--- src/rtl/tod_ap_pkg.sv ---
package tod_ap_pkg;

    localparam int TIME_W  = 64;
    localparam int REG_W   = 32;
    localparam int INC_W   = 8;
    localparam int N_ALARM = 2;
    localparam int N_TRAIN = 3;
    localparam int N_LOOP  = 2;

    typedef enum logic [2:0] {
        A_AL1_HI = 3'd0,
        A_AL1_LO = 3'd1,
        A_AL2_HI = 3'd2,
        A_AL2_LO = 3'd3,
        A_PER1   = 3'd4,
        A_PER2   = 3'd5,
        A_PER3   = 3'd6
    } reg_addr_e;

    localparam int EVT_W      = 32;
    localparam int E_ALARM1   = 16;
    localparam int E_TRAIN1   = 7;

    typedef struct packed {
        logic [TIME_W-1:0] cmp;
        logic              armed;
    } alarm_st_t;

    function automatic int alarm_evt_bit(input int k);
        return E_ALARM1 + k;
    endfunction

    function automatic int train_evt_bit(input int i);
        return E_TRAIN1 - i;
    endfunction

endpackage

--- src/rtl/tod_alarm_unit.sv ---
module tod_alarm_unit
    import tod_ap_pkg::*;
#(
    parameter int TW = TIME_W,
    parameter int RW = REG_W
) (
    input  logic          clk,
    input  logic          rst,
    input  logic          tick,
    input  logic [TW-1:0] now_ns,
    input  logic          wr_hi,
    input  logic          wr_lo,
    input  logic [RW-1:0] wr_data,
    input  logic          active_high,
    output logic          hit,
    output logic          fire,
    output logic          pin
);
    localparam int HI_W = TW - RW;

    alarm_st_t st;

    assign hit = tick && st.armed && (now_ns >= st.cmp);

    always_ff @(posedge clk) begin
        if (rst) begin
            st   <= '0;
            fire <= 1'b0;
        end else begin
            fire <= hit;
            if (hit)
                st.armed <= 1'b0;
            if (wr_lo)
                st.cmp[RW-1:0] <= wr_data;
            if (wr_hi) begin
                st.cmp[TW-1:RW] <= wr_data[HI_W-1:0];
                st.armed        <= 1'b1;
            end
        end
    end

    assign pin = active_high ? fire : ~fire;

endmodule

--- src/rtl/tod_pulse_train.sv ---
module tod_pulse_train
    import tod_ap_pkg::*;
#(
    parameter int RW   = REG_W,
    parameter int INCW = INC_W
) (
    input  logic            clk,
    input  logic            rst,
    input  logic            tick,
    input  logic [INCW-1:0] inc,
    input  logic [RW-1:0]   period,
    input  logic            run,
    input  logic            align,
    input  logic            hold_phase,
    input  logic            loop_en,
    output logic            pulse,
    output logic            loop_q
);
    logic [RW-1:0] phase;
    logic          active;
    logic [RW:0]   sum;
    logic [RW:0]   per_ext;

    assign sum     = {1'b0, phase} + (RW+1)'(inc);
    assign per_ext = {1'b0, period};

    always_ff @(posedge clk) begin
        if (rst) begin
            phase  <= '0;
            active <= 1'b0;
            pulse  <= 1'b0;
            loop_q <= 1'b0;
        end else begin
            pulse  <= 1'b0;
            loop_q <= 1'b0;
            if (!run) begin
                active <= 1'b0;
                phase  <= '0;
            end else if (align && (!active || !hold_phase)) begin
                active <= 1'b1;
                phase  <= '0;
            end else if (active && tick && (period != '0)) begin
                if (sum >= per_ext) begin
                    pulse  <= 1'b1;
                    loop_q <= loop_en;
                    phase  <= RW'(sum - per_ext);
                end else begin
                    phase  <= sum[RW-1:0];
                end
            end
        end
    end

endmodule

--- src/rtl/tod_alarm_pulse.sv ---
module tod_alarm_pulse
    import tod_ap_pkg::*;
#(
    parameter int TW   = TIME_W,
    parameter int RW   = REG_W,
    parameter int INCW = INC_W
) (
    input  logic               clk,
    input  logic               rst,
    input  logic               tick,
    input  logic [INCW-1:0]    tick_inc,
    input  logic [TW-1:0]      now_ns,
    input  logic               wr_en,
    input  logic [2:0]         wr_addr,
    input  logic [RW-1:0]      wr_data,
    input  logic [N_ALARM-1:0] alarm_pol,
    input  logic               run_en,
    input  logic               no_realign,
    input  logic [N_LOOP-1:0]  loop_en,
    output logic [EVT_W-1:0]   evt,
    output logic [N_ALARM-1:0] alarm_pin,
    output logic [N_TRAIN-1:0] pulse_pin,
    output logic [N_TRAIN-1:0] loop_out
);
    logic [N_ALARM-1:0] hit;
    logic [N_ALARM-1:0] fire;
    logic [RW-1:0]      period [N_TRAIN];

    for (genvar k = 0; k < N_ALARM; k++) begin : g_alarm
        logic wr_hi, wr_lo;
        assign wr_hi = wr_en && (wr_addr == 3'(int'(A_AL1_HI) + 2*k));
        assign wr_lo = wr_en && (wr_addr == 3'(int'(A_AL1_LO) + 2*k));

        tod_alarm_unit #(.TW(TW), .RW(RW)) u_alarm (
            .clk        (clk),
            .rst        (rst),
            .tick       (tick),
            .now_ns     (now_ns),
            .wr_hi      (wr_hi),
            .wr_lo      (wr_lo),
            .wr_data    (wr_data),
            .active_high(alarm_pol[k]),
            .hit        (hit[k]),
            .fire       (fire[k]),
            .pin        (alarm_pin[k])
        );
    end

    for (genvar i = 0; i < N_TRAIN; i++) begin : g_train
        logic le;
        if (i < N_LOOP) begin : g_le
            assign le = loop_en[i];
        end else begin : g_nole
            assign le = 1'b0;
        end

        always_ff @(posedge clk) begin
            if (rst)
                period[i] <= '0;
            else if (wr_en && (wr_addr == 3'(int'(A_PER1) + i)))
                period[i] <= wr_data;
        end

        tod_pulse_train #(.RW(RW), .INCW(INCW)) u_train (
            .clk       (clk),
            .rst       (rst),
            .tick      (tick),
            .inc       (tick_inc),
            .period    (period[i]),
            .run       (run_en),
            .align     (hit[0]),
            .hold_phase(no_realign),
            .loop_en   (le),
            .pulse     (pulse_pin[i]),
            .loop_q    (loop_out[i])
        );
    end

    always_comb begin
        evt = '0;
        for (int k = 0; k < N_ALARM; k++)
            evt[alarm_evt_bit(k)] = fire[k];
        for (int i = 0; i < N_TRAIN; i++)
            evt[train_evt_bit(i)] = pulse_pin[i];
    end

endmodule

--- config.mk ---
export PLATFORM = sky130hd
export DESIGN_NAME = tod_alarm_pulse
export DESIGN_NICKNAME = d
export VERILOG_FILES = /design/src/rtl/tod_ap_pkg.sv /design/src/rtl/tod_alarm_unit.sv /design/src/rtl/tod_pulse_train.sv /design/src/rtl/tod_alarm_pulse.sv
export SDC_FILE = /design/constraint.sdc
export NUM_CORES = 1
export LEC_CHECK = 0
export BUFFER_PORTS_ARGS = -buffer_cell sky130_fd_sc_hd__clkbuf_2
export CAP_MARGIN = 20
export CORE_UTILIZATION = 59
export DETAILED_ROUTE_END_ITERATION = 16
export PLACE_DENSITY = 0.78
export SYNTH_ARGS = -nofsm -noshare
export SYNTH_HDL_FRONTEND = slang
export SYNTH_HIERARCHICAL = 1
export SYNTH_SLANG_ARGS = --single-unit
--- constraint.sdc ---
create_clock -name clk -period 7.15 [get_ports clk]
set_input_delay 1.43 -clock clk [delete_from_list [all_inputs] [get_ports clk]]
set_output_delay 1.43 -clock clk [all_outputs]
set_load 0.01 [all_outputs]
==> results of run 1 <==
## routing by layer
layer  wire length, um  vias up  part of all wire [%]
met1             32300    10800                    43
li1                  -    10900                     -
met2             34100     1022                    45
met5                55        -                 0.073
met4              3160        8                   4.2
met3              6120      191                   8.1
## registers in the layout, summed over array words and instances (netlist names)
name,cells
g_alarm.u_alarm/st,130
g_train.u_train/phase,96
period,96
g_train.u_train/active,3
g_train.u_train/loop_q,3
g_train.u_train/pulse,3
g_alarm.u_alarm/fire,2
## layout make-up
cell class	count	area [sq um]	share of cell area (%)
clock inverter	19	213	0.771
antenna	7	17.5	0.0635
multi-input combinational	2267	16100	58.4
clock buffer	54	1110	4.04
sequential	333	7630	27.7
inverter	257	965	3.50
timing repair buffer	156	863	3.13
tap	539	674	2.45
## metrics by stage
stage | total power [W] | setup slack [ns] | hold slack, ns
floorplan | 0.00251 | 1.76 | 0.414
global placement | 0.00271 | 0.808 | 0.424
detailed placement | 0.00273 | 0.651 | 0.438
CTS | 0.00481 | 1.23 | 0.445
global route | 0.00496 | 0.603 | 0.478
finish | 0.00480 | 1.10 | 0.457
## critical path, cell delays in order
cell	delay, ns
clkbuf_2	0.19
ha_1	0.27
fa_1	0.42
a211oi_1	0.36
o21bai_2	0.18
and2_1	0.27
nand3_1	0.22
nor2_1	0.08
xor2_1	0.16
ha_1	0.39
a21oi_1	0.14
o211ai_1	0.19
a21boi_0	0.14
o21ai_0	0.38
nor2b_1	0.16
a31oi_4	0.85
buf_4	0.33
mux2i_1	0.24
a21oi_1	0.09
## worst min-delay path by stage
| stage | depth (start not counted) | slack, ns | startpoint | end |
|---|---|---|---|---|
| global placement | 2 | 0.42 | g_alarm[1].u_alarm/st[0] | g_alarm[1].u_alarm/fire |
| detailed placement | 2 | 0.44 | g_alarm[1].u_alarm/st[0] | g_alarm[1].u_alarm/fire |
| finish | 2 | 0.46 | g_alarm[1].u_alarm/st[0] | g_alarm[1].u_alarm/fire |
| CTS | 2 | 0.44 | g_alarm[1].u_alarm/st[0] | g_alarm[1].u_alarm/fire |
| global route | 2 | 0.48 | g_train[0].u_train/phase[31] | g_train[0].u_train/phase[31] |
| floorplan | 2 | 0.41 | g_alarm[1].u_alarm/st[0] | g_alarm[1].u_alarm/fire |
## where the power goes
group          internal, W  switching [W]  leakage, nW
logic             0.000242       0.000439         7.94
registers          0.00200      0.0000376         2.84
clock network      0.00122       0.000865        0.644
## cells in the final DEF (no fill, tap or decap), types with 9 or more instances in the layout
| cell type | count |
|---|---|
| conb_1 | 28 |
| dfxtp_1 | 237 |
| buf_4 | 27 |
| o211ai_1 | 28 |
| nor2_1 | 273 |
| clkbuf_16 | 41 |
| xor2_1 | 53 |
| or3_1 | 22 |
| clkbuf_1 | 9 |
| nand4_1 | 61 |
| ha_1 | 248 |
| edfxtp_1 | 96 |
| o21ai_0 | 112 |
| a21oi_2 | 10 |
| a21oi_1 | 189 |
| inv_1 | 257 |
| clkbuf_2 | 128 |
| mux2i_1 | 167 |
| o21bai_1 | 18 |
| nand3_1 | 101 |
| xnor2_1 | 112 |
| nor4_1 | 31 |
| nand2_1 | 187 |
| nor2b_1 | 13 |
| nand2b_1 | 26 |
| and3_1 | 131 |
| o31ai_1 | 24 |
| o21ai_1 | 31 |
| and4_1 | 10 |
| nor3_1 | 35 |
| and2_1 | 16 |
| a21o_1 | 36 |
| a31oi_1 | 40 |
| a211oi_1 | 27 |
| o21a_1 | 32 |
==> metrics, run 1 <==
status completed; Die Ht 209 um; Skew-Pair Late Insertion Delay 0.57 ns; Post-DP Area 0.0262 sq mm; Total GRT Usage 33.9%; fmax 0.165 GHz; CP Launch Point tick_inc[0]; 1st-pass router iterations 6; starting DRC count in detailed routing 2247; Placer Congestion 0.980; Sink Count 333; static leakage 11.4 nW; Remaining Overflow, GRT 0; Post-CTS Setup Bufs 0; Fillers 3506; Ys Warns 6; Clock Skews 0.0158 ns; Residual DRC 0; CTS H-tree depth 2; worst-path maximum fanout 26; vias per cell 6.30; IO Port Bufs 129; fin crit period 6.05 ns; non-filler cells, final 3632; met1 Usage GRT 44.8%; vias in the first global route 21800; clock-pin slew on the worst setup and hold paths 0.06 ns; R2R setup slack 1.91 ns; Max clock buf depth 3; unrepaired setup endpoints after global routing false; Critical Path End Type register; Starting Density 60.1%; placed cell count 3551; I/O pins 157; Synth-to-Final Area Change 8.63%; die area 0.0439 sq mm; Max-Cap Viols 0; routing usage on met2 54.6%; pwr dens 174 mW/mm^2; CTS tree yes; TritonCTS buffer count 40; Detail Placement HPWL 56500 um; r2r worst-path depth 18; routed wire length 75700 um; setup TNS 0 ns; Final Cycle Share 84.5%; CP Data Required Time 7.58 ns; CTS resizes 0; Netlist Area Pre-Place 0.0254 sq mm; fin area 0.0276 sq mm; largest net degree at the start of global routing 101; Hold-fix buffers, CTS 0; reg2reg end g_train[0].u_train/phase[12]; Critical Path AT 6.48 ns; Mapped Cells 2980; initial antenna violation count 11; final core utilization 65.3%; core area 0.0422 sq mm; CP Class input port to register; worst slew pin tran 1.05 ns; syn avg cell area 8.52 sq um; layout cells sized above 1 10.0%; routed vias 22900; Peak supply drop 0.237 mV; first-pass GRT wire length 118000 um; Relative slew margins 29.8%; Final Max Slew Viols 0; Fin. Hold Viols 0; clock root buffer clkbuf_16; Wirelength per Cell 20.8 um; Chip Width 209 um; row cnt 75; Critical Path End g_train[0].u_train/phase[12]; Worst setup SP type input port; Worst Hold Class register to register; Nets 3426; final setup fails 0; ANT nets after route 0; Critical R2R Launch g_train[0].u_train/phase[0]; grt met3 use 6.36%; GRT busiest layer met2
Power figures use the tool's default switching activity.
==> run 2, diff against run 1 <==
- clock period: 7.15 -> 5.82 ns (I/O delays scaled with it)
==> metrics, run 2 (synthesized netlist as in run 1, its figures left out) <==
status completed; Chip Width 209 um; starting DRC count in detailed routing 2419; Die Ht 209 um; Final Cycle Share 91.6%; Sw Share 27.9%; worst-path maximum fanout 18; worst slew pin tran 1.02 ns; Worst path slowest cell nor3_4; Logic pwr share 14.0%; initial antenna violation count 8; CP Data Required Time 6.31 ns; die area 0.0439 sq mm; most flop-heavy register g_alarm.u_alarm/st; most frequent cells in the layout nor2_1 (273), inv_1 (257), ha_1 (248); Final Max Slew Viols 0; Fin. Hold Viols 0; worst hold slack 0.446 ns; Placer Congestion 0.994; 1st-pass router iterations 8; ANT nets after route 0; core area 0.0422 sq mm; Flop pwr share 41.5%; CTS resizes 0; clock-pin slew on the worst setup and hold paths 0.06 ns; I/O pins 157; P_sw 0.00168 W; Critical Path End Type register; largest net degree at the start of global routing 97; TritonCTS buffer count 40; Skew-Pair Late Insertion Delay 0.59 ns; Starting Density 60.1%; first-pass GRT wire length 118000 um; row cnt 75; Worst setup SP type input port; vias per cell 6.31; Max-Cap Viols 0; fmax 0.187 GHz; Max clock buf depth 3; setup TNS 0 ns; Wirelength per Cell 20.8 um; Synth-to-Final Area Change 10.0%; commonest non-fill, non-tap cell in the layout nor2_1; Clock Skews 0.0300 ns; unrepaired setup endpoints after global routing false; Detail Placement HPWL 57900 um; pwr dens 216 mW/mm^2; Hold-fix buffers, CTS 0; Relative slew margins 31.9%; Worst Hold Class register to register; number of flip-flops in the largest register 130; CTS H-tree depth 2; Critical Path AT 5.82 ns; Sink Count 333; static leakage 11.7 nW; vias in the first global route 21900; fin crit period 5.33 ns; Total GRT Usage 34.2%; biggest cell delay along the critical path 0.47 ns; Residual DRC 0; routed wire length 76400 um; clock power share 44.5%; clock root buffer clkbuf_16; final setup fails 0; cell internal pwr 0.00435 W; Remaining Overflow, GRT 0; Post-CTS Setup Bufs 0; CP Class input port to register; Largest regs g_alarm.u_alarm/st x130, g_train.u_train/phase x96, period x96; routed vias 23200; crit-path cells clkbuf_2 > ha_1 > fa_1 > a21oi_1 > o2111ai_2 > nand2_2 > nor3_4 > nand3_1 > xnor2_1 > ha_1 > and3_1 > and2_1 > nand4_2 > o211ai_2 > nor3_4 > nand3_4 > buf_4 > mux2i_1 > a211oi_1; Peak supply drop 0.209 mV; layout cells sized above 1 11.1%; CTS tree yes; IO Port Bufs 129; Nets 3464
run 2: cell types whose count changed in the layout (fill, tap and decap cells not counted), moves of 2 or more:
| cell | change |
|---|---|
| inv_6 | +2 |
| clkinv_1 | +4 |
| clkbuf_8 | -3 |
| clkbuf_1 | -4 |
| clkinv_2 | -2 |
| buf_4 | +37 |
| bufinv_16 | +3 |
| clkinv_4 | +2 |
| diode_2 | -4 |
| clkinvlp_4 | -2 |
run 2: final timing paths:
kind                                             startpoint                          end  slack, ns  cells past startpoint
worst max-delay path                            tick_inc[0]  g_train[2].u_train/phase[4]       0.49                     19
worst min-delay path               g_alarm[1].u_alarm/st[0]      g_alarm[1].u_alarm/fire       0.45                      2
worst max register to register  g_train[2].u_train/phase[0]  g_train[2].u_train/phase[4]       0.98                     18
worst min register to register     g_alarm[1].u_alarm/st[0]      g_alarm[1].u_alarm/fire       0.45                      2
run 2: final cells by class:
class / instances / area (sq um)
antenna: 3 / 7.51
fill: 3532 / 14300
multi-input combinational: 2267 / 16100
inverter: 257 / 965
clock inverter: 27 / 339
tap: 539 / 674
clock buffer: 47 / 1060
timing repair buffer: 194 / 1160
sequential: 333 / 7630
run 2: routing by layer:
metal | vias up | global-route usage [%] | share of wire, %
met3 | 220 | 6.24 | 9.1
met5 | - | 0 | 0.041
met1 | 10900 | 45.3 | 42
li1 | 10900 | - | -
met4 | 4 | 16.7 | 5.1
met2 | 1092 | 53.8 | 44
run 2: worst max-delay path, delay by kind of cell:
kind,cells,cell delay [ns]
muxes,1,0.11
and+or+nand+nor,8,2.16
buffers and inverters,2,0.47
adders and majority gates,3,0.82
AOI/OAI and AO/OA,4,0.77
xor gates and xnor gates,1,0.30
run 2: power by group through the flow:
stage	logic, W	registers (W)	clock network, W
final	0.000844	0.00250	0.00269
after global routing	0.000916	0.00251	0.00280
after CTS	0.000823	0.00250	0.00271
after detailed placement	0.000815	0.00255	0
after global placement	0.000797	0.00255	0
after floorplan	0.000558	0.00252	0
run 2: per-stage QoR:
stage,area (sq um),total power [W],std cells,setup WS [ns],utilization (%)
CTS,27900,0.00603,3663,0.667,66.1
finish,27900,0.00603,3667,0.486,66.1
global placement,26500,0.00334,3589,0.188,62.8
global route,27900,0.00623,3665,0.213,66.1
floorplan,25500,0.00308,3007,0.696,-
detailed placement,26500,0.00336,3589,0.0667,62.8
